File: config.mk
export PLATFORM = sky130hd
export DESIGN_NAME = laps_tx_encap
export DESIGN_NICKNAME = d
export VERILOG_FILES = /design/src/rtl/laps_tx_pkg.sv /design/src/rtl/laps_crc32.sv /design/src/rtl/laps_hdr_seq.sv /design/src/rtl/laps_stuffer.sv /design/src/rtl/laps_tx_encap.sv
export SDC_FILE = /design/constraint.sdc
export NUM_CORES = 1
export LEC_CHECK = 0
export BUFFER_PORTS_ARGS = -buffer_cell sky130_fd_sc_hd__buf_2
export CAP_MARGIN = 5
export CORE_MARGIN = 8
export CORE_UTILIZATION = 48
export CTS_CLUSTER_SIZE = 40
export DETAILED_ROUTE_END_ITERATION = 8
export GPL_ROUTABILITY_DRIVEN = 0
export MAX_ROUTING_LAYER = met4
export PLACE_DENSITY = 0.79
export SKIP_CTS_REPAIR_TIMING = 1
export SLEW_MARGIN = 25
export SYNTH_ARGS = -nofsm -noshare
export SYNTH_HDL_FRONTEND = slang
export SYNTH_SLANG_ARGS = --single-unit
File: constraint.sdc
create_clock -name clk -period 2.8 [get_ports clk]
set_clock_uncertainty 0.1 [all_clocks]
set_input_delay 0.56 -clock clk [delete_from_list [all_inputs] [get_ports clk]]
set_output_delay 0.56 -clock clk [all_outputs]
set_load 0.03 [all_outputs]
File: src/rtl/laps_tx_pkg.sv
package laps_tx_pkg;
   timeunit 1ns;
   timeprecision 1ps;

   localparam logic [7:0] LAPS_FLAG     = 8'h7E;
   localparam logic [7:0] LAPS_ESC      = 8'h7D;
   localparam logic [7:0] LAPS_ESC_MASK = 8'h20;

   typedef enum logic [2:0] {
      ST_IDLE  = 3'd0,
      ST_HDR   = 3'd1,
      ST_DATA  = 3'd2,
      ST_FCS   = 3'd3,
      ST_EFLAG = 3'd4,
      ST_ABORT = 3'd5
   } laps_st_e;
endpackage

File: src/rtl/laps_crc32.sv
module laps_crc32 #(
   parameter int          CRC_W  = 32,
   parameter int          OCT_W  = 8,
   parameter logic [31:0] POLY_R = 32'hEDB88320
) (
   input  logic             clk,
   input  logic             rst_n,
   input  logic             clr,
   input  logic             en,
   input  logic [OCT_W-1:0] din,
   output logic [CRC_W-1:0] fcs
);
   timeunit 1ns;
   timeprecision 1ps;

   if (CRC_W != 32) begin : g_bad_w
      $error("laps_crc32 supports only a 32-bit CRC");
   end

   logic [CRC_W-1:0] crc_q;
   logic [CRC_W-1:0] crc_nxt;

   always_comb begin
      crc_nxt = crc_q;
      for (int b = 0; b < OCT_W; b++) begin
         if (crc_nxt[0] ^ din[b]) crc_nxt = (crc_nxt >> 1) ^ POLY_R[CRC_W-1:0];
         else                     crc_nxt = crc_nxt >> 1;
      end
   end

   always_ff @(posedge clk or negedge rst_n) begin
      if (!rst_n)   crc_q <= '1;
      else if (clr) crc_q <= '1;
      else if (en)  crc_q <= crc_nxt;
   end

   assign fcs = ~crc_q;
endmodule

File: src/rtl/laps_hdr_seq.sv
module laps_hdr_seq #(
   parameter  int N  = 4,
   localparam int IW = (N > 1) ? $clog2(N) : 1
) (
   input  logic [N-1:0]  mask,
   input  logic [IW-1:0] cur,
   output logic [IW-1:0] first_idx,
   output logic          first_ok,
   output logic [IW-1:0] next_idx,
   output logic          next_ok
);
   timeunit 1ns;
   timeprecision 1ps;

   always_comb begin
      first_ok  = 1'b0;
      first_idx = '0;
      next_ok   = 1'b0;
      next_idx  = '0;
      for (int i = N - 1; i >= 0; i--) begin
         if (mask[i]) begin
            first_ok  = 1'b1;
            first_idx = IW'(i);
         end
         if (mask[i] && (i > int'(cur))) begin
            next_ok  = 1'b1;
            next_idx = IW'(i);
         end
      end
   end
endmodule

File: src/rtl/laps_stuffer.sv
module laps_stuffer #(
   parameter int             OCT_W    = 8,
   parameter bit             STUFF_EN = 1'b1,
   parameter logic [OCT_W-1:0] FLAG   = 8'h7E,
   parameter logic [OCT_W-1:0] ESC    = 8'h7D,
   parameter logic [OCT_W-1:0] MASK   = 8'h20
) (
   input  logic             clk,
   input  logic             rst_n,
   input  logic [OCT_W-1:0] cur,
   input  logic             cur_stf,
   input  logic             take,
   output logic [OCT_W-1:0] dout,
   output logic             pend
);
   timeunit 1ns;
   timeprecision 1ps;

   if (STUFF_EN) begin : g_stuff
      logic             pend_q;
      logic [OCT_W-1:0] held_q;
      logic             hit;

      assign hit = cur_stf && ((cur == FLAG) || (cur == ESC));

      always_ff @(posedge clk or negedge rst_n) begin
         if (!rst_n) begin
            pend_q <= 1'b0;
            held_q <= '0;
         end else if (take) begin
            if (pend_q) begin
               pend_q <= 1'b0;
            end else if (hit) begin
               pend_q <= 1'b1;
               held_q <= cur;
            end
         end
      end

      assign dout = pend_q ? (held_q ^ MASK) : (hit ? ESC : cur);
      assign pend = pend_q;
   end else begin : g_pass
      assign dout = cur;
      assign pend = 1'b0;
   end
endmodule

File: src/rtl/laps_tx_encap.sv
module laps_tx_encap
   import laps_tx_pkg::*;
#(
   parameter int          DATA_W   = 8,
   parameter logic [7:0]  ADDR_OCT = 8'h04,
   parameter logic [7:0]  CTRL_OCT = 8'h03,
   parameter logic [15:0] SAPI_VAL = 16'hFE01,
   parameter int          FCS_W    = 32,
   parameter bit          STUFF_EN = 1'b1
) (
   input  logic              clk,
   input  logic              rst_n,
   input  logic              in_valid,
   input  logic [DATA_W-1:0] in_data,
   input  logic              in_last,
   output logic              in_ready,
   output logic [DATA_W-1:0] out_data,
   input  logic              out_ready,
   input  logic              cfg_addr_en,
   input  logic              cfg_ctrl_en,
   input  logic              cfg_sapi_en,
   input  logic              cfg_fcs_en,
   input  logic              cfg_eflag_en,
   input  logic              cfg_uf_hold,
   input  logic              fcs_err_req
);
   timeunit 1ns;
   timeprecision 1ps;

   localparam int HDR_LEN   = 4;
   localparam int HIDX_W    = $clog2(HDR_LEN);
   localparam int FCS_OCTS  = FCS_W / DATA_W;
   localparam int FIDX_W    = $clog2(FCS_OCTS);
   localparam logic [FIDX_W-1:0] FIDX_LAST = FIDX_W'(FCS_OCTS - 1);

   if (DATA_W != 8) begin : g_bad_dw
      $error("laps_tx_encap requires an 8-bit octet path");
   end
   if (FCS_W != 32) begin : g_bad_fcs
      $error("laps_tx_encap requires a 32-bit FCS");
   end

   laps_st_e          st;
   logic [HIDX_W-1:0] hidx;
   logic [FIDX_W-1:0] fidx;
   logic              drain;
   logic              inj_armed;

   logic              esc_pend;
   logic              adv;
   logic [DATA_W-1:0] cur_oct;
   logic              cur_stf;
   logic [DATA_W-1:0] hdr_oct;
   logic [DATA_W-1:0] fcs_oct;
   logic [FCS_W-1:0]  fcs_word;

   logic [HDR_LEN-1:0] hdr_mask;
   logic [HIDX_W-1:0]  first_idx, next_idx;
   logic               first_ok, next_ok;

   logic              crc_clr, crc_en;
   logic [DATA_W-1:0] crc_din;

   assign adv      = out_ready && !esc_pend;
   assign hdr_mask = {cfg_sapi_en, cfg_sapi_en, cfg_ctrl_en, cfg_addr_en};

   laps_hdr_seq #(.N(HDR_LEN)) u_hdr_seq (
      .mask      (hdr_mask),
      .cur       (hidx),
      .first_idx (first_idx),
      .first_ok  (first_ok),
      .next_idx  (next_idx),
      .next_ok   (next_ok)
   );

   always_comb begin
      unique case (hidx)
         2'd0:    hdr_oct = ADDR_OCT;
         2'd1:    hdr_oct = CTRL_OCT;
         2'd2:    hdr_oct = SAPI_VAL[15:8];
         default: hdr_oct = SAPI_VAL[7:0];
      endcase
   end

   assign crc_clr = adv && (st == ST_IDLE) && !drain && in_valid;
   assign crc_en  = adv && ((st == ST_HDR) || ((st == ST_DATA) && in_valid));
   assign crc_din = (st == ST_HDR) ? hdr_oct : in_data;

   laps_crc32 #(.CRC_W(FCS_W), .OCT_W(DATA_W)) u_crc (
      .clk   (clk),
      .rst_n (rst_n),
      .clr   (crc_clr),
      .en    (crc_en),
      .din   (crc_din),
      .fcs   (fcs_word)
   );

   always_comb begin
      fcs_oct = fcs_word[DATA_W*fidx +: DATA_W];
      if ((fidx == FIDX_LAST) && inj_armed) fcs_oct[0] = ~fcs_oct[0];
   end

   always_comb begin
      cur_oct = LAPS_FLAG;
      cur_stf = 1'b0;
      unique case (st)
         ST_HDR: begin
            cur_oct = hdr_oct;
            cur_stf = 1'b1;
         end
         ST_DATA: begin
            if (in_valid) begin
               cur_oct = in_data;
               cur_stf = 1'b1;
            end else begin
               cur_oct = cfg_uf_hold ? LAPS_FLAG : LAPS_ESC;
            end
         end
         ST_FCS: begin
            cur_oct = fcs_oct;
            cur_stf = 1'b1;
         end
         default: ;
      endcase
   end

   laps_stuffer #(
      .OCT_W    (DATA_W),
      .STUFF_EN (STUFF_EN),
      .FLAG     (LAPS_FLAG),
      .ESC      (LAPS_ESC),
      .MASK     (LAPS_ESC_MASK)
   ) u_stuff (
      .clk     (clk),
      .rst_n   (rst_n),
      .cur     (cur_oct),
      .cur_stf (cur_stf),
      .take    (out_ready),
      .dout    (out_data),
      .pend    (esc_pend)
   );

   assign in_ready = adv && ((st == ST_DATA) || ((st == ST_IDLE) && drain));

   always_ff @(posedge clk or negedge rst_n) begin
      if (!rst_n) begin
         st        <= ST_IDLE;
         hidx      <= '0;
         fidx      <= '0;
         drain     <= 1'b0;
         inj_armed <= 1'b0;
      end else begin
         if (fcs_err_req)
            inj_armed <= 1'b1;
         else if (adv && (st == ST_FCS) && (fidx == FIDX_LAST))
            inj_armed <= 1'b0;

         if (adv) begin
            unique case (st)
               ST_IDLE: begin
                  if (drain) begin
                     if (in_valid && in_last) drain <= 1'b0;
                  end else if (in_valid) begin
                     if (first_ok) begin
                        st   <= ST_HDR;
                        hidx <= first_idx;
                     end else begin
                        st <= ST_DATA;
                     end
                  end
               end
               ST_HDR: begin
                  if (next_ok) hidx <= next_idx;
                  else         st   <= ST_DATA;
               end
               ST_DATA: begin
                  if (in_valid) begin
                     if (in_last) begin
                        fidx <= '0;
                        if (cfg_fcs_en)        st <= ST_FCS;
                        else if (cfg_eflag_en) st <= ST_EFLAG;
                        else                   st <= ST_IDLE;
                     end
                  end else if (!cfg_uf_hold) begin
                     st    <= ST_ABORT;
                     drain <= 1'b1;
                  end
               end
               ST_FCS: begin
                  if (fidx == FIDX_LAST) st <= cfg_eflag_en ? ST_EFLAG : ST_IDLE;
                  else                   fidx <= fidx + 1'b1;
               end
               ST_EFLAG: st <= ST_IDLE;
               ST_ABORT: st <= ST_IDLE;
               default:  st <= ST_IDLE;
            endcase
         end
      end
   end
endmodule

==> flow_metrics.env <==
export IMPL_final_critical_path_setup_slack_ps=-223
export IMPL_place_hpwl_um=7640
export IMPL_async_sr_flop_fraction_pct=100
export IMPL_clk_insertion_delay_late_ps=320
export IMPL_final_layout_size_suffix_gt1_share_pct=39.1
export IMPL_cts_tree="built"
export IMPL_insertedDiodeCount=0
export IMPL_regToRegStartpoint="st[2]"
export IMPL_worst_r2r_cell_count=7
export IMPL_worst_setup_path_start_kind="flop"
export IMPL_post_synth_top_area_cell="dfstp_2"
export IMPL_floorplan_die_height_um=105
export IMPL_largest_net_degree_at_the_start_of_global_routing=46
export IMPL_final_core_utilization_pct=60.5
export IMPL_overflow=0
export IMPL_post_route_drc_count=0
export IMPL_worst_setup_path_type="reg2out"
export IMPL_ctsHtreeMaxLevel=2
export IMPL_cp_arrival_ps=2360
export IMPL_detail_route_iter0_violations=271
export IMPL_ys_seq_elements=50
export IMPL_antenna_found_initial=0
export IMPL_clkTransAtPathRegs_ps=100
export IMPL_timing_hold_violations_final=0
export IMPL_postSynthNetCount=416
export IMPL_fin_setup_tns_ps=-528
export IMPL_yosys_most_used_dff="dfstp_2"
export IMPL_first_global_vias=3241
export IMPL_yosys_warnings=0
export IMPL_grt_usage_pct=18.4
export IMPL_cap_viol_max_count=0
export IMPL_dieWidth_um=105
export IMPL_worst_r2r_endpoint="u_crc.crc_q[24]"
export IMPL_final_setup_violation_count=3
export IMPL_final_max_slew_violation_count=0
export IMPL_ff2ff_setup_slack_ps=70
export IMPL_worst_path_max_fanout=3
export IMPL_grt_pass1_wl_um=16000
export IMPL_drt_vias_per_instance=5.84
export IMPL_initial_utilization_pct=49.2
export IMPL_cp_data_required_time_ps=2140
export IMPL_synthesis_area_mm2=0.00376
export IMPL_num_nets_final=483
export IMPL_vias=3273
export IMPL_syn_mean_instance_area_um2=9.65
export IMPL_row_count=32
export IMPL_grt_util_met2_pct=29.7
export IMPL_cts_num_sinks=50
export IMPL_achievable_frequency_ghz=0.331
export IMPL_setup_repair_after_global_routing_missed_its_margin="true"
export IMPL_yosys_area_top_type_share_pct=22.3
export IMPL_cts_buffers_inserted=5
export IMPL_netlist_instances=390
export IMPL_dieArea_mm2=0.0109
export IMPL_synth_cell_types=62
export IMPL_routed_wl_um=10400
export IMPL_core_region_mm2=0.00765
export IMPL_finalCriticalPeriod_ps=3020
export IMPL_number_of_enable_flip_flop_cells_after_synthesis=0
export IMPL_run_status="finished with violations"
export IMPL_synth_common_cells="xnor2_1, a21oi_1, nor2_1"
export IMPL_buffers_added_on_ports=28
export IMPL_hold_path_class="in2async"
export IMPL_drtPass1Iterations=5
export IMPL_pre_cts_ws_ps=-90.2
export IMPL_clockRootBuffer="clkbuf_8"
export IMPL_yosysMostFrequentCell="xnor2_1"
export IMPL_avgRoutedWirePerCell_um=18.6
export IMPL_placed_cells_incl_taps=546
export IMPL_flow_area_growth_from_synthesis_pct=23.0
export IMPL_number_of_buffers_between_clock_root_and_the_deepest_sink=2
export IMPL_synth_top_cells_by_area="dfstp_2, dfrtp_1, xnor2_1"
export IMPL_groute_layer_met1_usage_pct=21.8
export IMPL_final_period_utilization_pct=108
export IMPL_worst_pin_slew_ps=1030
export IMPL_crit_path_end_kind="primary output"
export IMPL_postRouteAntennaNets=0
export IMPL_met3_track_utilization_from_global_routing_pct=3.81
export IMPL_final_cells=560
export IMPL_max_slew_margin_rel_pct=31.0
export IMPL_top_usage_layer="met2"
export IMPL_synth_seq_area_share_pct=34.3
export IMPL_num_fill_cells=620
export IMPL_violations="setup timing"
export IMPL_ioPinCount=29
-- worst max path at each step --
stage,endpoint,slack [ps],start,cells after the start
after floorplan,out_data[0],50,fidx[1],7
after global placement,out_data[1],-1,fidx[1],7
after detailed placement,out_data[1],-90,fidx[1],7
after CTS,out_data[1],-460,fidx[1],7
after global routing,out_data[0],-320,st[0],8
final,out_data[0],-220,hidx[0],9
-- area by class of cell --
type / count / area [um2] / share of cell area, %
flip-flops and latches: 50 / 1300 / 28.0
repair buffers: 79 / 569 / 12.3
clock buffers: 6 / 82.6 / 1.78
clock inverters: 2 / 16.3 / 0.351
well taps: 102 / 128 / 2.76
inverters: 9 / 33.8 / 0.730
multi-input cells: 312 / 2500 / 54.0
-- per-stage QoR --
step / hold WS [ps] / cell area, um2
CTS: 107 / 4420
global placement: 348 / 4320
floorplan: 164 / 3780
detailed placement: 357 / 4320
global route: 124 / 4630
finish: 92.0 / 4630
-- state kept, by name, indices dropped and copies added, names as in the netlist --
signal,cells
u_crc.crc_q,32
st,3
u_stuff.pend,1
inj_armed,1
u_stuff.g_stuff.held_q,8
drain,1
hidx,2
fidx,2
-- critical path: stages, from the launching register on --
cell and delay (ps):
dfrtp_1 380, inv_1 70, buf_4 150, ha_4 250, nand2b_1 140, a221o_1 330, a211oi_2 300, nor2_1 100
o22a_2 190, buf_6 130
-- metal layers --
| metal | part of all wire (%) | vias to the layer above | routed length, um |
|---|---|---|---|
| met5 | 0 | - | 0 |
| met1 | 41 | 1597 | 4300 |
| met2 | 49 | 133 | 5130 |
| met3 | 6.6 | 29 | 689 |
| met4 | 3.1 | 0 | 325 |
| li1 | - | 1514 | - |
-- cells in the final DEF, fill, tap and decap left out, types with 8 or more instances in the layout --
cell type,n
a21oi_1,38
buf_2,22
buf_4,49
dfrtp_1,13
dfstp_2,32
mux4_2,8
nand2_1,15
nor2_1,35
nor3_1,29
o21ai_0,12
xnor2_1,51
xor2_1,16
-- cell families (layout without fill, tap and decap cells) --
family | Yosys count | count (layout) | synth area share, %
AND/OR/NAND/NOR | 119 | 119 | 15.9
AO/OA/AOI/OAI | 94 | 94 | 15.8
XOR/XNOR | 78 | 78 | 21.5
buffers and inverters | 28 | 96 | 3.29
flip-flops | 50 | 50 | 34.3
multiplexers | 15 | 15 | 7.15
adder cells (fa/ha/maj) | 6 | 6 | 2.00
Power is left out: the tool's default activity adds up to more than one toggle a clock period on the data nets, which glitch-free logic cannot reach.
